## src/rtl/brr_pkg.sv

```systemverilog
package brr_pkg;

  localparam logic [5:0] OPC_BRANCH = 6'd18;
  localparam logic [5:0] OPC_BCOND  = 6'd16;
  localparam logic [5:0] OPC_XL     = 6'd19;
  localparam logic [9:0] XO_TO_LR   = 10'd16;
  localparam logic [9:0] XO_TO_CTR  = 10'd528;

  typedef enum logic [2:0] {
    FORM_NONE  = 3'd0,
    FORM_UNC   = 3'd1,
    FORM_COND  = 3'd2,
    FORM_VIALR = 3'd3,
    FORM_VICTR = 3'd4
  } form_e;

  typedef struct packed {
    logic cond_ign;   // condition test always passes
    logic cond_val;   // required CR bit value
    logic ctr_ign;    // no decrement, count test passes
    logic ctr_zero;   // invert the nonzero sense
    logic hint;       // unused by resolution
  } bo_t;

endpackage

```

## src/rtl/brr_decode.sv

```systemverilog
module brr_decode
  import brr_pkg::*;
#(
  parameter int XLEN = 32
) (
  input  logic [31:0]     instr,
  output form_e           form,
  output bo_t             bo,
  output logic [4:0]      bi,
  output logic            absolute,
  output logic            link,
  output logic [XLEN-1:0] disp
);
  localparam int LI_W = 24;
  localparam int BD_W = 14;

  logic [5:0]      opc;
  logic [9:0]      xo;
  logic [LI_W-1:0] li;
  logic [BD_W-1:0] bd;
  logic [XLEN-1:0] li_ext;
  logic [XLEN-1:0] bd_ext;

  assign opc      = instr[31:26];
  assign xo       = instr[10:1];
  assign li       = instr[25:2];
  assign bd       = instr[15:2];
  assign bo       = bo_t'(instr[25:21]);
  assign bi       = instr[20:16];
  assign absolute = instr[1];
  assign link     = instr[0];

  assign li_ext = {{(XLEN-LI_W-2){li[LI_W-1]}}, li, 2'b00};
  assign bd_ext = {{(XLEN-BD_W-2){bd[BD_W-1]}}, bd, 2'b00};

  always_comb begin
    form = FORM_NONE;
    unique case (opc)
      OPC_BRANCH: form = FORM_UNC;
      OPC_BCOND:  form = FORM_COND;
      OPC_XL: begin
        if (xo == XO_TO_LR)       form = FORM_VIALR;
        else if (xo == XO_TO_CTR) form = FORM_VICTR;
        else                      form = FORM_NONE;
      end
      default:    form = FORM_NONE;
    endcase
  end

  assign disp = (form == FORM_UNC) ? li_ext : bd_ext;

endmodule

```

## src/rtl/brr_cond.sv

```systemverilog
module brr_cond
  import brr_pkg::*;
#(
  parameter int XLEN = 32
) (
  input  form_e           form,
  input  bo_t             bo,
  input  logic [4:0]      bi,
  input  logic [31:0]     cr,
  input  logic [XLEN-1:0] ctr,
  output logic            dec_ctr,
  output logic [XLEN-1:0] ctr_next,
  output logic            go
);
  logic uses_count;
  logic cr_bit;
  logic count_ok;
  logic cond_ok;

  assign uses_count = (form == FORM_COND) || (form == FORM_VIALR);
  assign dec_ctr    = uses_count && !bo.ctr_ign;
  assign ctr_next   = ctr - XLEN'(1);
  assign cr_bit     = cr[5'd31 - bi];

  always_comb begin
    count_ok = 1'b1;
    if (uses_count && !bo.ctr_ign)
      count_ok = (ctr_next != '0) ^ bo.ctr_zero;
  end

  always_comb begin
    unique case (form)
      FORM_UNC:  cond_ok = 1'b1;
      FORM_NONE: cond_ok = 1'b0;
      default:   cond_ok = bo.cond_ign || (cr_bit == bo.cond_val);
    endcase
  end

  assign go = count_ok && cond_ok;

endmodule

```

## src/rtl/brr_target.sv

```systemverilog
module brr_target
  import brr_pkg::*;
#(
  parameter int XLEN = 32
) (
  input  form_e           form,
  input  logic            absolute,
  input  logic [XLEN-1:0] disp,
  input  logic [XLEN-1:0] cia,
  input  logic [XLEN-1:0] lr,
  input  logic [XLEN-1:0] ctr,
  input  logic            go,
  output logic [XLEN-1:0] next_ia,
  output logic [XLEN-1:0] seq_ia
);
  localparam logic [XLEN-1:0] WORD_MASK = ~XLEN'(3);

  logic [XLEN-1:0] rel_or_abs;
  logic [XLEN-1:0] target;

  assign seq_ia     = cia + XLEN'(4);
  assign rel_or_abs = absolute ? disp : (cia + disp);

  always_comb begin
    unique case (form)
      FORM_VIALR: target = lr & WORD_MASK;
      FORM_VICTR: target = ctr & WORD_MASK;
      default:    target = rel_or_abs;
    endcase
  end

  assign next_ia = go ? target : seq_ia;

endmodule

```

## src/rtl/brr_resolve.sv

```systemverilog
module brr_resolve
  import brr_pkg::*;
#(
  parameter int XLEN = 32
) (
  input  logic            clk,
  input  logic            rst_n,
  input  logic            valid_i,
  input  logic [31:0]     instr_i,
  input  logic [XLEN-1:0] cia_i,
  input  logic [31:0]     cr_i,
  input  logic [XLEN-1:0] lr_i,
  input  logic [XLEN-1:0] ctr_i,
  output logic            out_vld_o,
  output logic [XLEN-1:0] next_ia_o,
  output logic            taken_o,
  output logic            lr_we_o,
  output logic [XLEN-1:0] lr_wdata_o,
  output logic            ctr_we_o,
  output logic [XLEN-1:0] ctr_wdata_o
);
  localparam int SYNC_STAGES = 2;

  // reset: asserted at once, released through a short shift chain
  logic [SYNC_STAGES-1:0] rst_chain_q;
  logic                   rst_sync_n;

  always_ff @(posedge clk or negedge rst_n) begin
    if (!rst_n) rst_chain_q <= '0;
    else        rst_chain_q <= {rst_chain_q[SYNC_STAGES-2:0], 1'b1};
  end
  assign rst_sync_n = rst_chain_q[SYNC_STAGES-1];

  form_e           form;
  bo_t             bo;
  logic [4:0]      bi;
  logic            absolute;
  logic            link;
  logic [XLEN-1:0] disp;
  logic            dec_ctr;
  logic [XLEN-1:0] ctr_next;
  logic            go;
  logic [XLEN-1:0] next_ia;
  logic [XLEN-1:0] seq_ia;

  brr_decode #(.XLEN(XLEN)) u_dec (
    .instr(instr_i), .form(form), .bo(bo), .bi(bi),
    .absolute(absolute), .link(link), .disp(disp)
  );

  brr_cond #(.XLEN(XLEN)) u_cond (
    .form(form), .bo(bo), .bi(bi), .cr(cr_i), .ctr(ctr_i),
    .dec_ctr(dec_ctr), .ctr_next(ctr_next), .go(go)
  );

  brr_target #(.XLEN(XLEN)) u_tgt (
    .form(form), .absolute(absolute), .disp(disp), .cia(cia_i),
    .lr(lr_i), .ctr(ctr_i), .go(go), .next_ia(next_ia), .seq_ia(seq_ia)
  );

  // next-state
  logic            vld_d, taken_d, lr_we_d, ctr_we_d;
  logic [XLEN-1:0] next_d, lr_wd_d, ctr_wd_d;
  logic            data_en;
  logic            known;

  assign known   = (form != FORM_NONE);
  assign data_en = valid_i;

  always_comb begin
    vld_d    = valid_i;
    taken_d  = valid_i && known && go;
    lr_we_d  = valid_i && known && link;
    ctr_we_d = valid_i && dec_ctr;
    next_d   = next_ia;
    lr_wd_d  = seq_ia;
    ctr_wd_d = ctr_next;
  end

  // registers
  always_ff @(posedge clk or negedge rst_sync_n) begin
    if (!rst_sync_n) begin
      out_vld_o <= 1'b0;
      taken_o   <= 1'b0;
      lr_we_o   <= 1'b0;
      ctr_we_o  <= 1'b0;
    end else begin
      out_vld_o <= vld_d;
      taken_o   <= taken_d;
      lr_we_o   <= lr_we_d;
      ctr_we_o  <= ctr_we_d;
    end
  end

  always_ff @(posedge clk or negedge rst_sync_n) begin
    if (!rst_sync_n) begin
      next_ia_o   <= '0;
      lr_wdata_o  <= '0;
      ctr_wdata_o <= '0;
    end else if (data_en) begin
      next_ia_o   <= next_d;
      lr_wdata_o  <= lr_wd_d;
      ctr_wdata_o <= ctr_wd_d;
    end
  end

endmodule

```

## config.mk

```make
export PLATFORM = sky130hd
export DESIGN_NAME = brr_resolve
export DESIGN_NICKNAME = d
export VERILOG_FILES = /design/src/rtl/brr_pkg.sv /design/src/rtl/brr_decode.sv /design/src/rtl/brr_cond.sv /design/src/rtl/brr_target.sv /design/src/rtl/brr_resolve.sv
export SDC_FILE = /design/constraint.sdc
export NUM_CORES = 1
export LEC_CHECK = 0
export ABC_AREA = 0
export BUFFER_PORTS_ARGS = -buffer_cell sky130_fd_sc_hd__buf_2
export CAP_MARGIN = 10
export CORE_ASPECT_RATIO = 0.7
export CORE_MARGIN = 8
export CORE_UTILIZATION = 50
export DETAILED_ROUTE_END_ITERATION = 10
export PLACE_DENSITY = 0.77
export REMOVE_ABC_BUFFERS = 1
export SETUP_SLACK_MARGIN = 0.2
export SLEW_MARGIN = 15
export SYNTH_ARGS = -nofsm -noshare
export SYNTH_HDL_FRONTEND = slang
export SYNTH_HIERARCHICAL = 1
export SYNTH_SLANG_ARGS = --single-unit
```

## constraint.sdc

```tcl
create_clock -name clk -period 4.95 [get_ports clk]
set_clock_uncertainty 0.05 [all_clocks]
set_input_delay 0.495 -clock clk [delete_from_list [all_inputs] [get_ports clk]]
set_output_delay 0.495 -clock clk [all_outputs]
set_load 0.02 [all_outputs]
```

==> results of run 1 <==
-- layout make-up --
type / instances / share of cell area [%]
clock buffer: 9 / 2.13
multi-input combinational: 759 / 54.6
inverter: 30 / 1.06
sequential: 102 / 24.1
antenna: 2 / 0.0472
clock inverter: 7 / 0.638
tap: 236 / 2.79
timing repair buffer: 291 / 14.6
-- worst max path at each step --
stage | to | slack [ns]
floorplan | next_ia_o[10]$_DFFE_PN0P_ | -1.75
global placement | next_ia_o[30]$_DFFE_PN0P_ | -0.05
detailed placement | next_ia_o[30]$_DFFE_PN0P_ | -0.01
CTS | next_ia_o[30]$_DFFE_PN0P_ | 0.36
global route | next_ia_o[10]$_DFFE_PN0P_ | 0.23
finish | next_ia_o[30]$_DFFE_PN0P_ | 0.43
-- flip-flops by register name, summed over array words and instances, names as in the netlist --
| register | count |
|---|---|
| out_vld_o | 1 |
| ctr_wdata_o | 32 |
| lr_wdata_o | 32 |
| ctr_we_o | 1 |
| rst_chain_q | 2 |
| taken_o | 1 |
| lr_we_o | 1 |
| next_ia_o | 32 |
-- layer usage --
layer  vias up  part of all wire, %  GRT usage [%]
met4         0                  1.7           7.54
met2       524                   43           40.1
met1      4215                   43           36.7
li1       4025                    -              -
met3        38                   12           8.65
met5         -                    0              0
-- through the flow --
| stage | util [%] | total power [uW] | hold slack [ns] |
|---|---|---|---|
| floorplan | - | 1510 | 0.149 |
| global placement | 57.5 | 1850 | 0.232 |
| detailed placement | 57.5 | 1870 | 0.232 |
| CTS | 59.2 | 2600 | 0.307 |
| global route | 59.4 | 2720 | 0.322 |
| finish | 59.4 | 2590 | 0.312 |
-- power groups by stage --
stage               Sequential, uW  Combinational (uW)  Clock (uW)
finish                         974                 889         731
global route                   988                 956         773
CTS                            975                 883         745
detailed placement             991                 876           0
global placement               986                 867           0
floorplan                     1100                 408           0
-- critical path, stage by stage --
cell and delay, ns:
buf_2 0.11, inv_1 0.07, ha_1 0.21, or4b_2 0.65, or4_1 0.45, xnor2_1 0.15
or3_1 0.35, or4_1 0.47, nor4_4 0.24, buf_4 0.16, xor2_2 0.18, a21oi_4 0.12
buf_12 0.18, nor3_1 0.25, nor2_1 0.08, mux2i_1 0.19, nand2_1 0.10, mux2_2 0.27
-- timing repair --
| action | in CTS | in global routing |
|---|---|---|
| gates resized for setup | 0 | 2 |
| endpoints found under the hold margin | 2 | 0 |
| hold buffers | 1 | 0 |
| setup endpoints to repair | 0 | 2 |
==> impl_metrics.yaml, run 1 <==
cts:
  cts.sinks: 102
  cts_setup_buffers: 0
  htree_levels: 3
  clock_path_buffers: 2
  clk_latency_ns: 0.36
  numCtsBuffers: 9
  path_clk_slew_ns: 0.08
  cts_tree: "built"
  root_buffer: "clkbuf_16"
timing:
  setup_ws_ns: 0.429
  fmax_mhz: 221
  min_period_over_period_pct: 91.3
  slew_violations: 0
  setup_viol: 0
  tightest_slew_ns: 0.878
  hold_violations: 0
  max_slew_margin_pct: 41.5
  post-route-min-period_ns: 4.52
  fin_tns_setup_ns: 0
  rsz0062_at_grt: "no"
worst_hold_path:
  min_path_type: "flip-flop to asynchronous set/reset pin"
routing:
  drcViolationCount: 0
  viasPerCell: 6.13
  drt-total-wl_um: 31300
  wl_per_cell_um: 21.8
  firstDrtPassIters: 8
  vias: 8802
  drt-initial-drc-count: 833
  antenna_left: 0
setup_path:
  worst_setup_path_start_kind: "input pin"
  worst-r2r-cell-count: 1
  r2r_setup_slack_ns: 3.36
  endpoint_kind: "flip-flop"
  cp.required_ns: 5.15
  r2r-start: "rst_chain_q[1]$_DFF_PN0_"
  cp-startpoint: "ctr_i[0]"
  arrival_ns: 4.72
  regToRegEndpoint: "out_vld_o$_DFF_PN0_"
  path_max_fanout: 10
  path_class: "input pin to flip-flop"
final_layout:
  ff_latch_area_sq_um: 2560
  multi_input_area_sq_um: 5780
  fill_cells: 1593
  mostFrequentLayoutCells: "buf_2 (259), dfrtp_1 (101), mux2_2 (92)"
  drive_above_1_share_pct: 38.6
  syn_to_final_growth_pct: 17.6
  fin_nets: 1391
  finalInstanceArea_sq_um: 10600
  final_common_cell: "buf_2"
  fin_cells: 1436
pwr:
  p_switching_uw: 954
  swShare_pct: 36.8
  power_density_nw_per_um2: 245
  power.internal_uw: 1640
  ir_drop_v: 0.000152
  p_clk_share_pct: 28.2
  p_leak_uw: 0.00473
  p_seq_share_pct: 37.5
  power.share.combinational_pct: 34.3
die:
  dieHeight_um: 128
  dieArea_sq_um: 22600
  coreArea_sq_um: 17900
  row_count: 41
  fp.dieW_um: 176
  start_util_pct: 50.5
  io_pins: 263
synthesis:
  synth.avg_cell_area_sq_um: 9.17
  synthCells: 983
  syn_area_sq_um: 9010
  yosys_warnings: 6
place:
  dp.final_hpwl_um: 25000
  gp_congestion: 0.980
  io_buffers: 260
  placedCellCount: 1417
  dpl-instance-area_sq_um: 10300
  pre_cts_ws_ns: -0.0121
global_route:
  antenna_found_initial: 2
  grt_max_degree: 65
  grt_pass1_wl_um: 47800
  gr-usage-all-layers_pct: 26.9
  grt_pass1_vias: 8454
  grt_remaining_overflow: 0
flow_run:
  max-cap-violations: 0
run_status:
  status: "finished clean"
Note: power is estimated with default switching activity, not from simulation.
==> run 2: changes to the inputs <==
CORE_UTILIZATION = 25   (was 50)
PLACE_DENSITY = default   (was 0.77)
==> run 2 against run 1 <==
  * Clock power fell by 2%
  * Count of clock-buffer cells in the layout did not move
  * Critical path depth did not move
  * Routed wire length rose by 17%
  * Cell count rose by 19%
  * Sequential cell count did not move
  * Die area rose by 88%
  * Global-route usage fell by 10 points
  * Fmax fell by 2.6%
  * Cell area rose by 4.6%
  * Sequential share of layout area fell by 1.1 points
  * Critical endpoint is now next_ia_o[27]$_DFFE_PN0P_
  * Largest cell class unchanged
  * Largest power group unchanged
==> impl_metrics.yaml, run 2 (same netlist as run 1, synthesis figures left out) <==
final_layout:
  fin_util_pct: 31.1
  fill_cells: 3793
  syn_to_final_growth_pct: 23.1
  mostFrequentLayoutCells: "buf_2 (259), dfrtp_1 (101), mux2_2 (92)"
  fin_nets: 1416
  fin_cells: 1706
  ff_latch_area_sq_um: 2560
  multi_input_area_sq_um: 5790
  final_common_cell: "buf_2"
  top_regs: "ctr_wdata_o (32), lr_wdata_o (32), next_ia_o (32)"
  drive_above_1_share_pct: 40.1
setup_path:
  worst-r2r-cell-count: 1
  regToRegEndpoint: "lr_wdata_o[30]$_DFFE_PN0P_"
  cp.required_ns: 5.15
  r2r_setup_slack_ns: 3.34
  path_class: "input pin to flip-flop"
  crit_top_cell: "buf_4"
  worst_setup_path_start_kind: "input pin"
  critical-path-slowest-cell: "or4_1"
  endpoint_kind: "flip-flop"
  path_max_fanout: 20
  critPathMaxStageDelay_ns: 0.64
  r2r-start: "rst_chain_q[1]$_DFF_PN0_"
  arrival_ns: 4.85
  cp_cell_sequence: "buf_2 -> buf_4 -> or4_1 -> or2_2 -> buf_4 -> o31a_1 -> nor4_1 -> nand4b_1 -> nor4_4 -> buf_4 -> xor2_2 -> a21oi_4 -> buf_8 -> nor2_2 -> and4b_1 -> a211oi_1 -> o41ai_1 -> mux2_2"
die:
  coreArea_sq_um: 35700
  row_count: 58
  dieHeight_um: 175
  io_pins: 263
  start_util_pct: 25.2
  fp.dieW_um: 243
  dieArea_sq_um: 42500
routing:
  antenna_left: 0
  drt-initial-drc-count: 622
  vias: 8580
  firstDrtPassIters: 8
  drcViolationCount: 0
  wl_per_cell_um: 21.4
  viasPerCell: 5.03
  drt-total-wl_um: 36500
global_route:
  grt_max_degree: 74
  antenna_found_initial: 4
  grt_remaining_overflow: 0
  gr-usage-all-layers_pct: 16.7
  grt_pass1_wl_um: 55000
  grt_pass1_vias: 8733
place:
  io_buffers: 260
  pre_cts_ws_ns: -0.309
  placedCellCount: 1686
  dp.final_hpwl_um: 29800
  gp_congestion: 0.941
cts:
  path_clk_slew_ns: 0.07
  root_buffer: "clkbuf_16"
  cts_setup_buffers: 0
  htree_levels: 3
  clk_latency_ns: 0.37
  cts_tree: "built"
  cts.sinks: 102
  numCtsBuffers: 9
  clock_path_buffers: 2
pwr:
  ir_drop_v: 0.000161
  power_density_nw_per_um2: 235
  swShare_pct: 37.0
  power.internal_uw: 1640
  p_clk_share_pct: 27.5
  power.share.combinational_pct: 34.9
  p_seq_share_pct: 37.6
  p_switching_uw: 963
  p_leak_uw: 0.00484
timing:
  setup_ws_ns: 0.306
  fin_tns_setup_ns: 0
  fmax_mhz: 215
  hold_violations: 0
  max_slew_margin_pct: 29.9
  post-route-min-period_ns: 4.64
  tightest_slew_ns: 1.05
  whs_ns: 0.304
  slew_violations: 0
  min_period_over_period_pct: 93.8
  setup_viol: 0
  rsz0062_at_grt: "no"
worst_hold_path:
  hold-path-endpoint: "rst_chain_q[1]$_DFF_PN0_"
  min_path_type: "flip-flop to flip-flop"
  hold_depth: 0
  worstHoldStart: "rst_chain_q[0]$_DFF_PN0_"
run_status:
  status: "finished clean"
flow_run:
  max-cap-violations: 0
[run 2: changes by cell type in the layout (fill, tap and decap cells not counted), sizes merged]
cell / before / now
buf: 290 / 315
clkinv: 4 / 3
clkinvlp: 0 / 2
diode: 2 / 3
inv: 33 / 32
[run 2: final cells by class]
class / count / share of cell area, %
clock buffers: 9 / 2.03
repair buffers: 316 / 15.6
diodes: 3 / 0.0677
clock inverters: 7 / 0.519
flip-flops and latches: 102 / 23.1
multi-input cells: 759 / 52.3
inverters: 30 / 1.02
well taps: 480 / 5.42
[run 2: per-stage QoR]
stage | area [sq um] | power (uW)
after floorplan | 8410 | 1510
after global placement | 10800 | 1900
after detailed placement | 10800 | 1910
after CTS | 11100 | 2650
after global routing | 11100 | 2750
final | 11100 | 2610
[run 2: worst max-delay path by stage]
stage                     slack [ns]  cells past startpoint                   endpoint     start
after floorplan                -1.75                     14  next_ia_o[10]$_DFFE_PN0P_  ctr_i[1]
after global placement         -0.25                     18  next_ia_o[27]$_DFFE_PN0P_  ctr_i[0]
after detailed placement       -0.31                     18  next_ia_o[27]$_DFFE_PN0P_  ctr_i[1]
after CTS                       0.20                     18  next_ia_o[27]$_DFFE_PN0P_  ctr_i[1]
after global routing            0.20                     18  next_ia_o[27]$_DFFE_PN0P_  ctr_i[0]
final                           0.31                     18  next_ia_o[27]$_DFFE_PN0P_  ctr_i[0]
[run 2: worst max-delay path, delay by kind of cell]
family / cells / cell delay (ns)
AOI/OAI and AO/OA: 4 / 0.74
xor gates and xnor gates: 1 / 0.18
buffers and inverters: 5 / 0.79
muxes: 1 / 0.28
and+or+nand+nor: 7 / 2.35
[run 2: per-layer routing]
| layer | share of wire, % | GRT usage [%] |
|---|---|---|
| met5 | 0.033 | 0 |
| met3 | 6.0 | 3.90 |
| met2 | 45 | 26.4 |
| met1 | 48 | 22.8 |
| met4 | 1.9 | 3.91 |
[run 2: timing repair]
item,4_1_cts,5_1_grt
hold buffers,1,0
resized for setup,3,4
pin swaps,0,1
setup endpoints to repair,1,3
endpoints found under the hold margin,2,0
[run 2: power groups by stage]
stage               combinational, uW  clock [uW]  sequential (uW)
floorplan                         408           0             1100
global placement                  903           0              995
detailed placement                908           0              999
CTS                               914         753              983
global route                      985         774              996
finish                            910         716              981
==> run 3: changes to the inputs <==
SYNTH_HIERARCHICAL = default   (was 1)
==> run 3 against run 2 <==
  * Via count up 5.7%
  * Sequential share of layout area is 0.63 points higher
  * Largest cell class unchanged
  * Fmax rose by 14%
  * Cell count is 2.7% higher
  * Hold slack lost 0.042 ns
  * Critical path type unchanged
  * Critical path depth shrank 2
  * Cell area down 2.7%
  * Clock power increased by 9.9%
  * Synthesized cell count rose by 6.3%
  * First-iteration DRC count is 32% higher
==> impl_metrics.yaml, run 3 <==
run_status:
  status: "finished clean"
pwr:
  ir_drop_v: 0.000162
  p_total_uw: 2610
  power_density_nw_per_um2: 242
  p_leak_uw: 0.00460
cts:
  numCtsBuffers: 9
  cts_setup_buffers: 0
  clock_path_buffers: 2
  clk_latency_ns: 0.37
  cts_resized: 0
  root_buffer: "clkbuf_16"
  cts_tree: "built"
  htree_levels: 3
  path_clk_slew_ns: 0.08
  cts.sinks: 102
global_route:
  grt_remaining_overflow: 0
  grt_pass1_vias: 9047
  antenna_found_initial: 2
  grt_pass1_wl_um: 57400
  gr-usage-all-layers_pct: 18.4
  grt_max_degree: 66
synthesis:
  synth_common_cells: "nor2_1 (135), dfrtp_1 (102), a21oi_1 (96)"
  synth_edf_count: 0
  syn_area_sq_um: 8740
  ys_async_sr_fraction_pct: 100
  synth_top_area_share_pct: 29.2
  synth_area_leader_cell: "dfrtp_1"
  synth_area_leaders: "dfrtp_1 (29%), nor2_1 (5.8%), a21oi_1 (5.5%)"
  synth.avg_cell_area_sq_um: 8.36
  seq_area_frac_synth_pct: 29.2
  synth.most_common_cell: "nor2_1"
  synthCells: 1045
  synth_cell_types: 85
  ys_ff_latch: 102
  yosys_warnings: 0
  ys.flop_type: "dfrtp_1"
place:
  dp.final_hpwl_um: 30700
  placedCellCount: 1731
  dpl-instance-area_sq_um: 10500
  io_buffers: 260
  gp_congestion: 0.923
final_layout:
  fin_cells: 1752
  fin_util_pct: 31.2
  fin_nets: 1468
  finalInstanceArea_sq_um: 10800
  drive_above_1_share_pct: 28.4
  mostFrequentLayoutCells: "buf_2 (259), nor2_1 (135), dfrtp_1 (101)"
  top_regs: "ctr_wdata_o (32), lr_wdata_o (32), next_ia_o (32)"
  final_common_cell: "buf_2"
  syn_to_final_growth_pct: 23.5
routing:
  viasPerCell: 5.18
  drcViolationCount: 0
  firstDrtPassIters: 6
  drt-total-wl_um: 38600
  wl_per_cell_um: 22.1
  drt-initial-drc-count: 820
  vias: 9070
  antenna_left: 0
flow_run:
  max-cap-violations: 0
setup_path:
  endpoint_kind: "flip-flop"
  arrival_ns: 4.33
  path_class: "input pin to flip-flop"
  worst_setup_path_start_kind: "input pin"
  cp.required_ns: 5.20
  path_max_fanout: 12
timing:
  setup_viol: 0
  fmax_mhz: 245
  tightest_slew_ns: 0.879
  max_slew_margin_pct: 41.2
  slew_violations: 0
  rsz0062_at_grt: "no"
  hold_violations: 0
  post-route-min-period_ns: 4.08
  fin_tns_setup_ns: 0
  min_period_over_period_pct: 82.4
die:
  io_pins: 263
  start_util_pct: 25.3
  fp.dieW_um: 239
  coreArea_sq_um: 34600
  dieArea_sq_um: 41300
  row_count: 57
  dieHeight_um: 172
worst_hold_path:
  min_path_type: "input pin to flip-flop"
run 3: kinds of logic after synthesis:
group                      after synthesis  synth area share (%)
AOI/OAI and AO/OA                      287                  23.0
xor gates and xnor gates                68                  6.82
adders and majority gates               34                  4.95
buffers and inverters                   90                  4.62
DFF                                    102                  29.2
muxes                                   60                  7.83
other                                    1                0.0429
and+or+nand+nor                        403                  23.5
run 3: layout make-up:
class	count	area [sq um]
well taps	472	591
diodes	4	10.0
clock inverters	7	81.3
flip-flops and latches	102	2560
inverters	26	97.6
repair buffers	279	1450
clock buffers	9	225
fillers	3756	23800
multi-input cells	853	5780
run 3: per-layer routing:
metal  track usage [%]  vias to the layer above  wire length [um]
met1              25.3                     4369             18000
li1                  -                     4302                 -
met2              28.3                      354             16900
met5                 0                        -                10
met3              4.95                       43              2920
met4              4.95                        2               831
run 3: stage by stage:
stage                     setup WS (ns)  hold WS [ns]
after detailed placement          0.541         0.235
after CTS                         0.923         0.239
after floorplan                   0.978         0.149
after global placement            0.561         0.232
final                             0.871         0.262
after global routing              0.498         0.246
run 3: path summary, 6_finish.rpt:
kind / start / endpoint / slack [ns] / cells past startpoint
max: instr_i[31] / next_ia_o[31]$_DFFE_PN0P_ / 0.87 / 16
min: instr_i[23] / ctr_we_o$_DFF_PN0_ / 0.26 / 2
max reg2reg: rst_chain_q[1]$_DFF_PN0_ / lr_wdata_o[29]$_DFFE_PN0P_ / 3.33 / 1
min reg2reg: rst_chain_q[0]$_DFF_PN0_ / rst_chain_q[1]$_DFF_PN0_ / 0.31 / 0
max in group asynchronous: rst_chain_q[1]$_DFF_PN0_ / lr_wdata_o[29]$_DFFE_PN0P_ / 3.33 / 1
min in group asynchronous: rst_chain_q[1]$_DFF_PN0_ / ctr_wdata_o[26]$_DFFE_PN0P_ / 0.33 / 0
run 3: repair_timing:
action,in CTS,in global routing
endpoints found under the setup margin,0,0
endpoints found under the hold margin,2,0
hold buffers,1,0
run 3: critical path, stage by stage:
cell       delay [ns]
buf_2            0.10
nor4b_1          0.28
buf_4            0.20
and3_1           0.49
a21oi_1          0.26
inv_1            0.25
ha_1             0.34
o2111ai_1        0.30
o221ai_1         0.17
a2111oi_0        0.48
nor3_1           0.16
a21boi_0         0.15
a211o_1          0.23
o21ai_0          0.08
nand4_1          0.14
a31oi_1          0.18
run 3: where the power goes:
group,switching (uW),internal (uW)
logic,538,324
registers,50.0,911
clock network,387,401
total,974,1640
